`config.mk`:
```
export PLATFORM = sky130hd
export DESIGN_NAME = amo_rmw_unit
export DESIGN_NICKNAME = d
export VERILOG_FILES = /design/src/rtl/amo_pkg.sv /design/src/rtl/amo_decode.sv /design/src/rtl/amo_alu.sv /design/src/rtl/amo_rmw_unit.sv
export SDC_FILE = /design/constraint.sdc
export NUM_CORES = 1
export LEC_CHECK = 0
export CAP_MARGIN = 20
export CORE_MARGIN = 5
export CORE_UTILIZATION = 60
export CTS_CLUSTER_SIZE = 40
export DETAILED_ROUTE_END_ITERATION = 8
export DONT_BUFFER_PORTS = 1
export PLACE_DENSITY = 0.77
export SYNTH_ARGS = -nofsm -noshare
export SYNTH_HDL_FRONTEND = slang
export SYNTH_SLANG_ARGS = --single-unit
```
`constraint.sdc`:
```
create_clock -name clk_i -period 14 [get_ports clk_i]
set_input_delay 2.1 -clock clk_i [delete_from_list [all_inputs] [get_ports clk_i]]
set_output_delay 2.1 -clock clk_i [all_outputs]
set_load 0.03 [all_outputs]
```
`src/rtl/amo_pkg.sv`:
```
package amo_pkg;
  typedef enum logic [2:0] {ST_IDLE, ST_READ, ST_WAIT, ST_WRITE, ST_DONE} amo_state_e;
  typedef enum logic [2:0] {OP_ADD, OP_OR, OP_AND, OP_XOR, OP_XCHG, OP_CMPX} amo_op_e;
  localparam logic [2:0] CLS_STORE_REG = 3'h3;
  localparam logic [2:0] MODE_ATOMIC   = 3'h6;
  localparam logic [1:0] SZ_WORD       = 2'b00;
  localparam logic [1:0] SZ_DWORD      = 2'b11;
endpackage

```
`src/rtl/amo_decode.sv`:
```
module amo_decode
  import amo_pkg::*;
(
  input  logic [7:0]  opcode_i,
  input  logic [31:0] imm_i,
  output logic        legal_o,
  output logic        is64_o,
  output logic        fetch_o,
  output amo_op_e     op_o
);
  logic op_ok, imm_ok;

  assign op_ok  = (opcode_i[2:0] == CLS_STORE_REG) && (opcode_i[7:5] == MODE_ATOMIC) &&
                  ((opcode_i[4:3] == SZ_WORD) || (opcode_i[4:3] == SZ_DWORD));
  assign is64_o  = (opcode_i[4:3] == SZ_DWORD);
  assign fetch_o = imm_i[0];

  always_comb begin
    imm_ok = (imm_i[31:8] == '0);
    op_o   = OP_ADD;
    unique case (imm_i[7:0])
      8'h00, 8'h01: op_o = OP_ADD;
      8'h40, 8'h41: op_o = OP_OR;
      8'h50, 8'h51: op_o = OP_AND;
      8'ha0, 8'ha1: op_o = OP_XOR;
      8'he1:        op_o = OP_XCHG;
      8'hf1:        op_o = OP_CMPX;
      default:      imm_ok = 1'b0;
    endcase
  end

  assign legal_o = op_ok && imm_ok;
endmodule

```
`src/rtl/amo_alu.sv`:
```
module amo_alu
  import amo_pkg::*;
#(
  parameter int DATA_W = 64
) (
  input  amo_op_e           op_i,
  input  logic              is64_i,
  input  logic [DATA_W-1:0] rdata_i,
  input  logic [DATA_W-1:0] src_i,
  input  logic [DATA_W-1:0] r0_i,
  output logic [DATA_W-1:0] old_o,
  output logic [DATA_W-1:0] new_o,
  output logic              do_write_o
);
  localparam int HALF_W = DATA_W / 2;

  logic [DATA_W-1:0] mask, b, res;

  assign mask  = is64_i ? {DATA_W{1'b1}} : {{HALF_W{1'b0}}, {HALF_W{1'b1}}};
  assign old_o = rdata_i & mask;
  assign b     = src_i & mask;

  always_comb begin
    unique case (op_i)
      OP_ADD:  res = old_o + b;
      OP_OR:   res = old_o | b;
      OP_AND:  res = old_o & b;
      OP_XOR:  res = old_o ^ b;
      default: res = b;
    endcase
  end

  assign new_o      = res & mask;
  // failed compare suppresses the write
  assign do_write_o = (op_i != OP_CMPX) || (old_o == (r0_i & mask));
endmodule

```
`src/rtl/amo_rmw_unit.sv`:
```
module amo_rmw_unit
  import amo_pkg::*;
#(
  parameter int ADDR_W = 32,
  parameter int DATA_W = 64,
  parameter int OFF_W  = 16
) (
  input  logic              clk_i,
  input  logic              rst_ni,
  input  logic              req_valid_i,
  input  logic [7:0]        req_opcode_i,
  input  logic [31:0]       req_imm_i,
  input  logic [ADDR_W-1:0] req_base_i,
  input  logic [OFF_W-1:0]  req_off_i,
  input  logic [DATA_W-1:0] req_src_i,
  input  logic [DATA_W-1:0] req_r0_i,
  output logic              busy_o,
  output logic              done_o,
  output logic              err_o,
  output logic              src_wr_o,
  output logic [DATA_W-1:0] src_val_o,
  output logic              r0_wr_o,
  output logic [DATA_W-1:0] r0_val_o,
  output logic              lock_o,
  output logic              mem_req_o,
  output logic              mem_we_o,
  output logic              mem_size_o,
  output logic [ADDR_W-1:0] mem_addr_o,
  output logic [DATA_W-1:0] mem_wdata_o,
  input  logic              mem_gnt_i,
  input  logic              mem_rvalid_i,
  input  logic [DATA_W-1:0] mem_rdata_i
);
  localparam int EXT_W = ADDR_W - OFF_W;

  amo_state_e        state_q;
  amo_op_e           op_q, dec_op;
  logic              is64_q, fetch_q, err_q;
  logic              dec_legal, dec_is64, dec_fetch;
  logic [ADDR_W-1:0] addr_q, addr_d;
  logic [DATA_W-1:0] src_q, r0_q, old_q, new_q;
  logic [DATA_W-1:0] alu_old, alu_new;
  logic              alu_wr;

  amo_decode u_dec (
    .opcode_i (req_opcode_i),
    .imm_i    (req_imm_i),
    .legal_o  (dec_legal),
    .is64_o   (dec_is64),
    .fetch_o  (dec_fetch),
    .op_o     (dec_op)
  );

  amo_alu #(.DATA_W(DATA_W)) u_alu (
    .op_i       (op_q),
    .is64_i     (is64_q),
    .rdata_i    (mem_rdata_i),
    .src_i      (src_q),
    .r0_i       (r0_q),
    .old_o      (alu_old),
    .new_o      (alu_new),
    .do_write_o (alu_wr)
  );

  assign addr_d = req_base_i + {{EXT_W{req_off_i[OFF_W-1]}}, req_off_i};

  always_ff @(posedge clk_i or negedge rst_ni) begin
    if (!rst_ni) begin
      state_q <= ST_IDLE;
      op_q    <= OP_ADD;
      is64_q  <= 1'b0;
      fetch_q <= 1'b0;
      err_q   <= 1'b0;
      addr_q  <= '0;
      src_q   <= '0;
      r0_q    <= '0;
      old_q   <= '0;
      new_q   <= '0;
    end else begin
      unique case (state_q)
        ST_IDLE: if (req_valid_i) begin
          op_q    <= dec_op;
          is64_q  <= dec_is64;
          fetch_q <= dec_fetch;
          err_q   <= !dec_legal;
          addr_q  <= addr_d;
          src_q   <= req_src_i;
          r0_q    <= req_r0_i;
          old_q   <= '0;
          state_q <= dec_legal ? ST_READ : ST_DONE;
        end
        ST_READ:  if (mem_gnt_i) state_q <= ST_WAIT;
        ST_WAIT:  if (mem_rvalid_i) begin
          old_q   <= alu_old;
          new_q   <= alu_new;
          state_q <= alu_wr ? ST_WRITE : ST_DONE;
        end
        ST_WRITE: if (mem_gnt_i) state_q <= ST_DONE;
        default:  state_q <= ST_IDLE;
      endcase
    end
  end

  assign busy_o      = (state_q != ST_IDLE);
  assign done_o      = (state_q == ST_DONE);
  assign err_o       = done_o && err_q;
  assign mem_req_o   = (state_q == ST_READ) || (state_q == ST_WRITE);
  assign mem_we_o    = (state_q == ST_WRITE);
  assign lock_o      = (state_q == ST_READ) || (state_q == ST_WAIT) || (state_q == ST_WRITE);
  assign mem_size_o  = is64_q;
  assign mem_addr_o  = addr_q;
  assign mem_wdata_o = new_q;
  assign src_wr_o    = done_o && !err_q && fetch_q && (op_q != OP_CMPX);
  assign r0_wr_o     = done_o && !err_q && (op_q == OP_CMPX);
  assign src_val_o   = old_q;
  assign r0_val_o    = old_q;

  AST_REQ_LOCKED: assert property (@(posedge clk_i) disable iff (!rst_ni)
    mem_req_o |-> lock_o);
  AST_LOCK_HOLD: assert property (@(posedge clk_i) disable iff (!rst_ni)
    (lock_o && !(mem_we_o && mem_gnt_i) && !(!mem_req_o && mem_rvalid_i)) |=> lock_o);
  AST_ERR_NO_MEM: assert property (@(posedge clk_i) disable iff (!rst_ni)
    (!busy_o && req_valid_i && !dec_legal) |=> (!mem_req_o && !lock_o));
  AST_BUSY_HOLD: assert property (@(posedge clk_i) disable iff (!rst_ni)
    (busy_o && !done_o) |=> busy_o);
  AST_DONE_PULSE: assert property (@(posedge clk_i) disable iff (!rst_ni)
    done_o |=> !done_o);
  AST_NARROW_WDATA: assert property (@(posedge clk_i) disable iff (!rst_ni)
    (mem_we_o && !mem_size_o) |-> (mem_wdata_o[DATA_W-1:DATA_W/2] == '0));
  AST_ONE_RESULT: assert property (@(posedge clk_i) disable iff (!rst_ni)
    !(src_wr_o && r0_wr_o));
endmodule

```
; ---- After elaboration in Yosys (flattened, before gate mapping)
; Index checks and enable logic that the tools add are counted.
[op_classes]
add_sub_neg = 2
n_eq_ne = 26
n_mux = 14
bitwise = 7
reduce_logical = 30
[ops]
columns = operator, n
row1 = 64-bit bitwise AND, 5
row2 = 64-bit case mux with 4 select lines, 1
row3 = 64-bit 2-to-1 mux, 3
row4 = 64-bit case mux with 2 select lines, 1
row5 = 64-bit adder, 1
row6 = 64-bit equality test, 1
row7 = 64-bit bitwise OR, 1
row8 = 64-bit XOR, 1
row9 = 32-bit adder, 1
row10 = "8-bit by 7-bit equality test with 1-bit output, second input constant", 4
row11 = "8-bit equality test, second input constant", 4
row12 = 24-bit zero test, 1
row13 = 3-bit 2-to-1 mux, 6
row14 = "3-bit by 2-bit equality test with 1-bit output, second input constant", 5
row15 = 3-bit case mux with 5 select lines, 1
row16 = 3-bit case mux with 4 select lines, 1
row17 = 10-bit OR reduction, 1
row18 = "3-bit equality test, second input constant", 3
row19 = "8-bit by 1-bit equality test with 1-bit output, second input constant", 1
row20 = 1-bit logical AND, 8
row21 = 8-bit zero test, 1
row22 = "3-bit by 1-bit equality test with 1-bit output, second input constant", 2
row23 = 3-bit zero test, 2
row24 = "2-bit != test, second input constant", 3
row25 = 13 further kinds, 21
[totals]
reg_bits = 297
input_bits = 285
output_inout_bits = 233
word_cells = 89

; ---- Depth between registers and ports, before layout
; Gate-level depths: netlist of the first run.
[logic_depth]
depth_word = 7
ltp_mapped = 20

; ---- By module
; A second synthesis of the first run with hierarchy kept.
[hier_totals]
hier_cells = 2856
area_unflattened_um2 = 22774.3
[modules_own_cells]
columns = module, instances, cells_each, area_per_inst_um2, seq_area_each_um2
row1 = amo_rmw_unit, 1, 1451, 13541.7, 7432.1
row2 = amo_alu, 1, 1375, 8998.6, 0.0
row3 = amo_decode, 1, 30, 234.0, 0.0

; ---- Worst setup path after synthesis of the first run
; Ideal clock, no wire load.
[synth_timing]
path_kind = in2reg
startpoint = in mem_rdata_i[0]
endpoint = reg new_q[62] (netlist: mem_wdata_o[62])
setup_time_ps = 94
t_arrival_ps = 4833
setup_slack_ps = 9073
path_stages = 13
cell_sequence = ha_1 -> inv_1 -> fa_1 -> nand2b_1 -> a21oi_1 -> o21ai_1 -> a2111oi_0 -> o211a_1 -> nor3_2 -> o41a_1 -> o31ai_4 -> xnor2_1 -> a221oi_2
[synth_via]
elab_chain_cells = 4
[synth_lines]
columns = element, line
row1 = start: declaration, amo_rmw_unit.sv:32  ; input logic [DATA_W-1:0] mem_rdata_i
row2 = 64-bit bitwise AND, amo_alu.sv:20  ; assign old_o = rdata_i & mask;
row3 = 64-bit adder, amo_alu.sv:25  ; OP_ADD: res = old_o + b;
row4 = 64-bit case mux with 4 select lines, amo_alu.sv:24  ; unique case (op_i)
row5 = 64-bit bitwise AND, amo_alu.sv:33  ; assign new_o = res & mask;
row6 = end signal: assignment, amo_rmw_unit.sv:95  ; new_q <= alu_new;
row7 = end: declaration, amo_rmw_unit.sv:41  ; logic [DATA_W-1:0] src_q, r0_q, old_q, new_q;
; No other way between the ends.
; A chain may end at the register's enable or synchronous reset.

; ---- Worst setup path in the final report of the first run
[layout_timing]
startpoint = reg op_q[0]
endpoint = out r0_wr_o
[layout_via]
elab_chain_cells = 2
[layout_lines]
columns = element, line
row1 = start: declaration, amo_rmw_unit.sv:37  ; amo_op_e op_q, dec_op;
row2 = start signal: assignment, amo_rmw_unit.sv:82  ; op_q <= dec_op;
row3 = 3-bit equality test, amo_rmw_unit.sv:114  ; assign r0_wr_o = done_o && !err_q && (op_q == OP_CMPX);
row4 = 1-bit logical AND, amo_rmw_unit.sv:114
row5 = end: declaration, amo_rmw_unit.sv:22  ; output logic r0_wr_o,
; No other way between the ends.

==> results of run 1 <==
[kinds of logic after synthesis]
group                      synth area share
AOI/OAI and AO/OA                     0.211
xor gates and xnor gates             0.0677
adders and majority gates            0.0777
buffers and inverters                0.0794
DFF                                   0.345
muxes                                0.0306
and+or+nand+nor                       0.189
[synth_stat cells (24+ instances only)]
library cell  count  area [um^2]
ha_1            130         1630
o31ai_1          64          480
buf_4            68          510
dfrtp_1         297         7430
o211ai_1         24          180
nand4_1          26          163
nand3_1          36          180
xor2_1           77          674
o21ai_0         176          881
nand2_1         634         2380
clkbuf_1        132          495
o221ai_1         30          263
o21ai_1          60          300
a21oi_1         153          766
xnor2_1          81          709
a21o_1           42          315
nor3_1           27          135
mux2i_1          49          490
nor2_1          127          477
inv_1           134          503
[power by group]
part	switching (mW)	leakage (nW)	total [mW]	internal [mW]
Clock	0.372	0.578	0.926	0.554
Sequential	0.116	3.87	1.04	0.929
Combinational	0.372	5.79	0.605	0.233
[state kept, by name, summed over array words and instances, names as in the netlist]
signal / count
mem_addr_o: 32
mem_wdata_o: 64
mem_size_o: 1
r0_q: 64
src_q: 64
err_q: 1
op_q: 3
r0_val_o: 64
state_q: 3
fetch_q: 1
[cell type report]
| cell class | count | area, um^2 |
|---|---|---|
| fill | 3070 | 13300 |
| multi-input combinational | 2029 | 12400 |
| sequential | 297 | 7440 |
| clock buffer | 54 | 1090 |
| tap | 461 | 577 |
| inverter | 136 | 510 |
| timing repair buffer | 19 | 166 |
| clock inverter | 8 | 68.8 |
[per-stage QoR]
| stage | std cells | setup WS (ns) | instance area (um^2) | hold WS, ns | utilization |
|---|---|---|---|---|---|
| 2_1_floorplan | 2703 | 9.07 | 21600 | 0.450 | - |
| 3_3_place_gp | 2940 | 8.34 | 21100 | 0.477 | 0.593 |
| 3_5_place_dp | 2942 | 8.26 | 21100 | 0.481 | 0.594 |
| 4_1_cts | 3004 | 8.59 | 22300 | 0.496 | 0.627 |
| 5_1_grt | 3004 | 8.55 | 22300 | 0.511 | 0.627 |
| 6_report | 3004 | 8.61 | 22300 | 0.489 | 0.627 |
[final timing paths]
kind                            start              end  slack (ns)  cells past startpoint
max                           op_q[0]          r0_wr_o        8.61                      3
max in group asynchronous      rst_ni   mem_wdata_o[2]       11.95                      0
max reg2reg                mem_size_o  mem_wdata_o[59]        9.42                     13
min reg2reg                   fetch_q          fetch_q        0.49                      2
min in group asynchronous      rst_ni         r0_q[15]        1.25                      0
min                           fetch_q          fetch_q        0.49                      2
[routing by layer]
metal / wire (um) / vias to the layer above / GRT usage
li1: - / 8882 / -
met1: 28400 / 9464 / 0.454
met2: 32800 / 995 / 0.551
met3: 6930 / 188 / 0.0836
met4: 3650 / 2 / 0.163
met5: 19 / - / 0
[worst max-delay path: cells and delay by family, from the launching register on]
family	cells	cell delay, ns
and+or+nand+nor	3	1.75
DFF	1	0.98
==> results.md, run 1 <==
* Status: completed
* CTS Hold Bufs at 0
* Cell variety after synth at 89
* Most frequent cells in the layout: nand2_1, dfrtp_1, o21ai_0
* Register area share after synthesis at 0.345
* Max_slew headroom at 0.224
* First-pass GRT wire length at 109 mm
* Initial DRC Count at 1698
* Critical path cell sequence: nor2b_1, nand2_1, nor3_1
* Root Buffer: clkbuf_16
* Later-pin clock latency in the skew report at 0.55 ns
* WL per Instance at 23.9 um
* RSZ-0062 raised after global routing: false
* Row count at 69
* Post_cts resized at 0
* Slew Viols, Final at 0
* Gp weighted congestion at 0.983
* GRT Total Usage at 0.349
* Largest net degree at the start of global routing at 298
* Top FF cell, synth: dfrtp_1
* Setup crit end kind: output port
* Via count at 19531
* Layout cells sized above 1 at 0.0472
* Max clock buf depth at 3
* Final net count at 2935
* Clock sink count at 297
* Leakage at 10.2 nW
* Worst-path clk slew at 0.05 ns
* Synthesized net count at 3120
* Crit Path Category: flop to output port
* Worst vdd ir at 163 uV
* Hold Vio Cnt, Final at 0
* DRC errors left at 0
* Post-synth EDFFs at 0
* Data arrival, critical path at 3.29 ns
* Warnings from Yosys at 0
* Clock buffer count from CTS at 35
* Setup violators final at 0
* Die Span Y at 200 um
* Slowest CP cell: dfrtp_4
* Pre-Repair DR Iteration Count at 5
* Average size of a mapped cell at 7.98 um^2
* Max_cap viols at 0
* Required time of the critical path at 11.90 ns
* Fin crit period at 5.39 ns
* Final Skew at 0.0190 ns
* Initial Util at 0.606
* Fmax at 185 MHz
* Die Wd at 200 um
* Final wirelength at 71.9 mm
* Asr flop ratio synth at 1.00
* Crit share post-route at 0.385
* Post-CTS setup buffers at 0
* Max stage delay on crit path at 0.98 ns
* Buffers on Ports at 0
* Pwr dens at 115 nW/um^2
* Ant diodes at 0
* Total die area at 39800 um^2
* Setup TNS at 0 ns
* Syn Std Cell Area at 21600 um^2
* Vias in the first global route at 19039
* I/O pin total at 518
* Post-DP HPWL at 52.2 mm
* CTS tree: yes
* Yosys reg bits at 297
* CP Launch Type: flop
* Vias per cell at 6.50
* DRT antenna net count at 0
* Commonest non-fill, non-tap cell in the layout: nand2_1
* Slew @ Worst Pin at 1.14 ns
* Core Box Area at 35600 um^2
* Overall Power at 2.57 mW
* Hold crit path type: flop to flop
* Initial antenna violation count at 1
* Area growth from synthesis to layout at 3.41%
* Biggest fanout along the worst timing path at 46
* H-tree Lvls at 2
* Post-synthesis cell count at 2703
* Remaining Overflow, GRT at 0
Note: power is estimated with default switching activity, not from simulation.
==> run 2: changes to the inputs <==
--- a/config.mk
+++ b/config.mk
@@ -7,11 +7,11 @@
 export LEC_CHECK = 0
 export CAP_MARGIN = 20
 export CORE_MARGIN = 5
-export CORE_UTILIZATION = 60
+export CORE_UTILIZATION = 59
 export CTS_CLUSTER_SIZE = 40
 export DETAILED_ROUTE_END_ITERATION = 8
 export DONT_BUFFER_PORTS = 1
-export PLACE_DENSITY = 0.77
+export PLACE_DENSITY = 0.79
 export SYNTH_ARGS = -nofsm -noshare
 export SYNTH_HDL_FRONTEND = slang
 export SYNTH_SLANG_ARGS = --single-unit
==> constraint.sdc (replaced) <==
create_clock -name clk_i -period 4.8 [get_ports clk_i]
set_input_delay 0.72 -clock clk_i [delete_from_list [all_inputs] [get_ports clk_i]]
set_output_delay 0.72 -clock clk_i [all_outputs]
set_load 0.03 [all_outputs]
==> run 2 against run 1 <==
Net effect:
- sequential share of layout area decreased by 0.071 points
- non-clock buffer count increased by 2
- worst hold slack got worse by 0.62 ns
- global-route usage decreased by 0.72 points
- final cell count increased by 0.30%
- via count about the same
- the run now ends with negative hold slack left
- critical endpoint is now mem_wdata_o[59]
- total power increased to 3.0 times the previous value
- first-iteration DRC count decreased by 2.0%
- worst setup slack got worse by 7.7 ns
- final area increased by 0.21%
- combinational power increased to 2.9 times the previous value
- clock skew increased by 0.0051 ns
==> results.md, run 2 (same netlist as run 1, synthesis figures left out) <==
* Most frequent cells in the layout: nand2_1, dfrtp_1, o21ai_0
* Overall Power at 7.63 mW (+200%)
* Layout cells sized above 1 at 0.0472 (about the same)
* Post-CTS setup buffers at 0 (unchanged)
* Via count at 19516 (-0.077%)
* Row count at 70 (+1.4%)
* Final wirelength at 71.9 mm (+0.13%)
* GRT Total Usage at 0.341 (-0.00723)
* Final Skew at 0.0242 ns (+0.00511 ns)
* Hold crit path type: primary input to asynchronous set/reset pin
* Required time of the critical path at 5.19 ns (-6.71 ns)
* Status: complete, but fails checks
* Failing checks: negative hold slack
* Worst vdd ir at 278 uV (+70%)
* Biggest fanout along the worst timing path at 7 (-85%)
* Slew @ Worst Pin at 1.09 ns (-0.0446 ns)
* Setup crit end kind: flop
* Fin crit period at 3.87 ns
* DRC errors left at 0 (unchanged)
* Initial DRC Count at 1664 (-2.0%)
* Vias in the first global route at 19053 (+0.074%)
* Slew Viols, Final at 0 (unchanged)
* H-tree Lvls at 2 (unchanged)
* Area growth from synthesis to layout at 3.63%
* Clock buffer count from CTS at 35 (unchanged)
* Placed Area at 21200 um^2 (about the same)
* Gp weighted congestion at 0.984 (+0.16%)
* Worst setup margin at 0.927 ns (-7.68 ns)
* Max_slew headroom at 0.273 (+0.0493)
* Initial Util at 0.593 (-0.0130)
* Hold_ws at -0.135 ns (-0.624 ns)
* DRT antenna net count at 0 (unchanged)
* Data arrival, critical path at 4.26 ns (+0.97 ns)
* Buffers on Ports at 0 (unchanged)
* Initial antenna violation count at 3 (+2)
* Clock sink count at 297 (unchanged)
* Dpl ws at 0.738 ns (-7.52 ns)
* Setup violators final at 0 (unchanged)
* Remaining Overflow, GRT at 0 (unchanged)
* Max clock buf depth at 3 (unchanged)
* WL per Instance at 23.9 um (-0.17%)
* Post-route cell area at 22300 um^2 (+0.21%)
* Die Span Y at 201 um (+0.80%)
* Post-DP HPWL at 52.4 mm (+0.42%)
* CTS tree: yes
* Setup TNS at 0 ns (unchanged)
* Core Box Area at 36300 um^2 (+2.2%)
* RSZ-0062 raised after global routing: false
* Root Buffer: clkbuf_16
* Post_cts resized at 0 (unchanged)
* Leakage at 10.2 nW (+0.11%)
* Largest net degree at the start of global routing at 298 (unchanged)
* Hold Vio Cnt, Final at 118 (+118)
* Crit Path Category: flop to flop
* First-pass GRT wire length at 111 mm (+1.6%)
* Commonest non-fill, non-tap cell in the layout: nand2_1
* Fmax at 258 MHz
* Pre-Repair DR Iteration Count at 7 (+2)
* Max_cap viols at 0 (unchanged)
* Total die area at 40500 um^2 (+1.6%)
* Later-pin clock latency in the skew report at 0.55 ns (about the same)
* Final net count at 2937 (+0.068%)
* I/O pin total at 518 (unchanged)
* Crit share post-route at 0.807
* Pwr dens at 341 nW/um^2 (+200%)
* Fillers at 3176 (+3.5%)
* Die Wd at 201 um (+0.80%)
* Vias per cell at 6.48 (-0.38%)
* CP Launch Type: flop
* Worst-path clk slew at 0.06 ns (about the same)
## run 2: changes by cell type in the layout (fill, tap and decap cells not counted)
cell / previous run / this run
clkbuf_8: 10 / 6
buf_12: 0 / 1
clkinvlp_4: 0 / 1
clkbuf_1: 7 / 8
buf_4: 17 / 20
diode_2: 0 / 1
bufinv_16: 1 / 4
buf_6: 1 / 0
clkinv_2: 6 / 5
inv_6: 1 / 0
buf_16: 1 / 0
## run 2: worst paths after layout
kind / startpoint / endpoint / slack, ns / depth (start not counted)
worst min register to register: fetch_q / fetch_q / 0.48 / 2
worst min-delay path: rst_ni / r0_q[13] / -0.14 / 0
worst max register to register: src_q[28] / mem_wdata_o[59] / 0.93 / 12
worst max-delay path: src_q[28] / mem_wdata_o[59] / 0.93 / 12
max in group asynchronous: rst_ni / r0_val_o[22] / 4.04 / 0
min in group clk_i: req_r0_i[1] / r0_q[1] / 0.27 / 2
## run 2: worst max-delay path, stage by stage, from the launching register on
cell,delay [ns]
dfrtp_1,0.39
inv_1,0.09
ha_1,0.43
nand2_1,0.13
nor2_1,0.20
nand4_1,0.22
or4_1,0.55
o21a_1,0.29
a211oi_1,0.53
nor2_1,0.30
o31ai_1,0.35
xnor2_1,0.16
o21ai_1,0.07
## run 2: power breakdown
part           total, mW  switching (mW)  internal, mW  leakage (nW)
Combinational       1.76            1.08         0.680          5.79
Sequential          3.04           0.333          2.71          3.87
Clock               2.82            1.11          1.71         0.585
Total               7.63            2.53          5.10          10.2
## run 2: per-stage QoR
stage / utilization / std cells
finish: 0.615 / 3013
global route: 0.615 / 3013
CTS: 0.615 / 3012
detailed placement: 0.582 / 2951
global placement: 0.582 / 2951
floorplan: - / 2703
## run 2: layout make-up
type	instances	area, um^2	area share
Tap cell	468	586	0.0262
Inverter	136	510	0.0228
Multi-Input combinational cell	2029	12400	0.557
Antenna cell	1	2.50	0.000112
Clock inverter	10	153	0.00683
Sequential cell	297	7440	0.333
Timing Repair Buffer	21	170	0.00761
Clock buffer	51	1040	0.0465
## run 2: routing by layer
metal	wire length, um	GRT usage	share of wire
met2	33600	0.560	0.47
met1	28100	0.432	0.39
met5	25	0	0.00035
met3	6980	0.0935	0.097
met4	3240	0.132	0.045
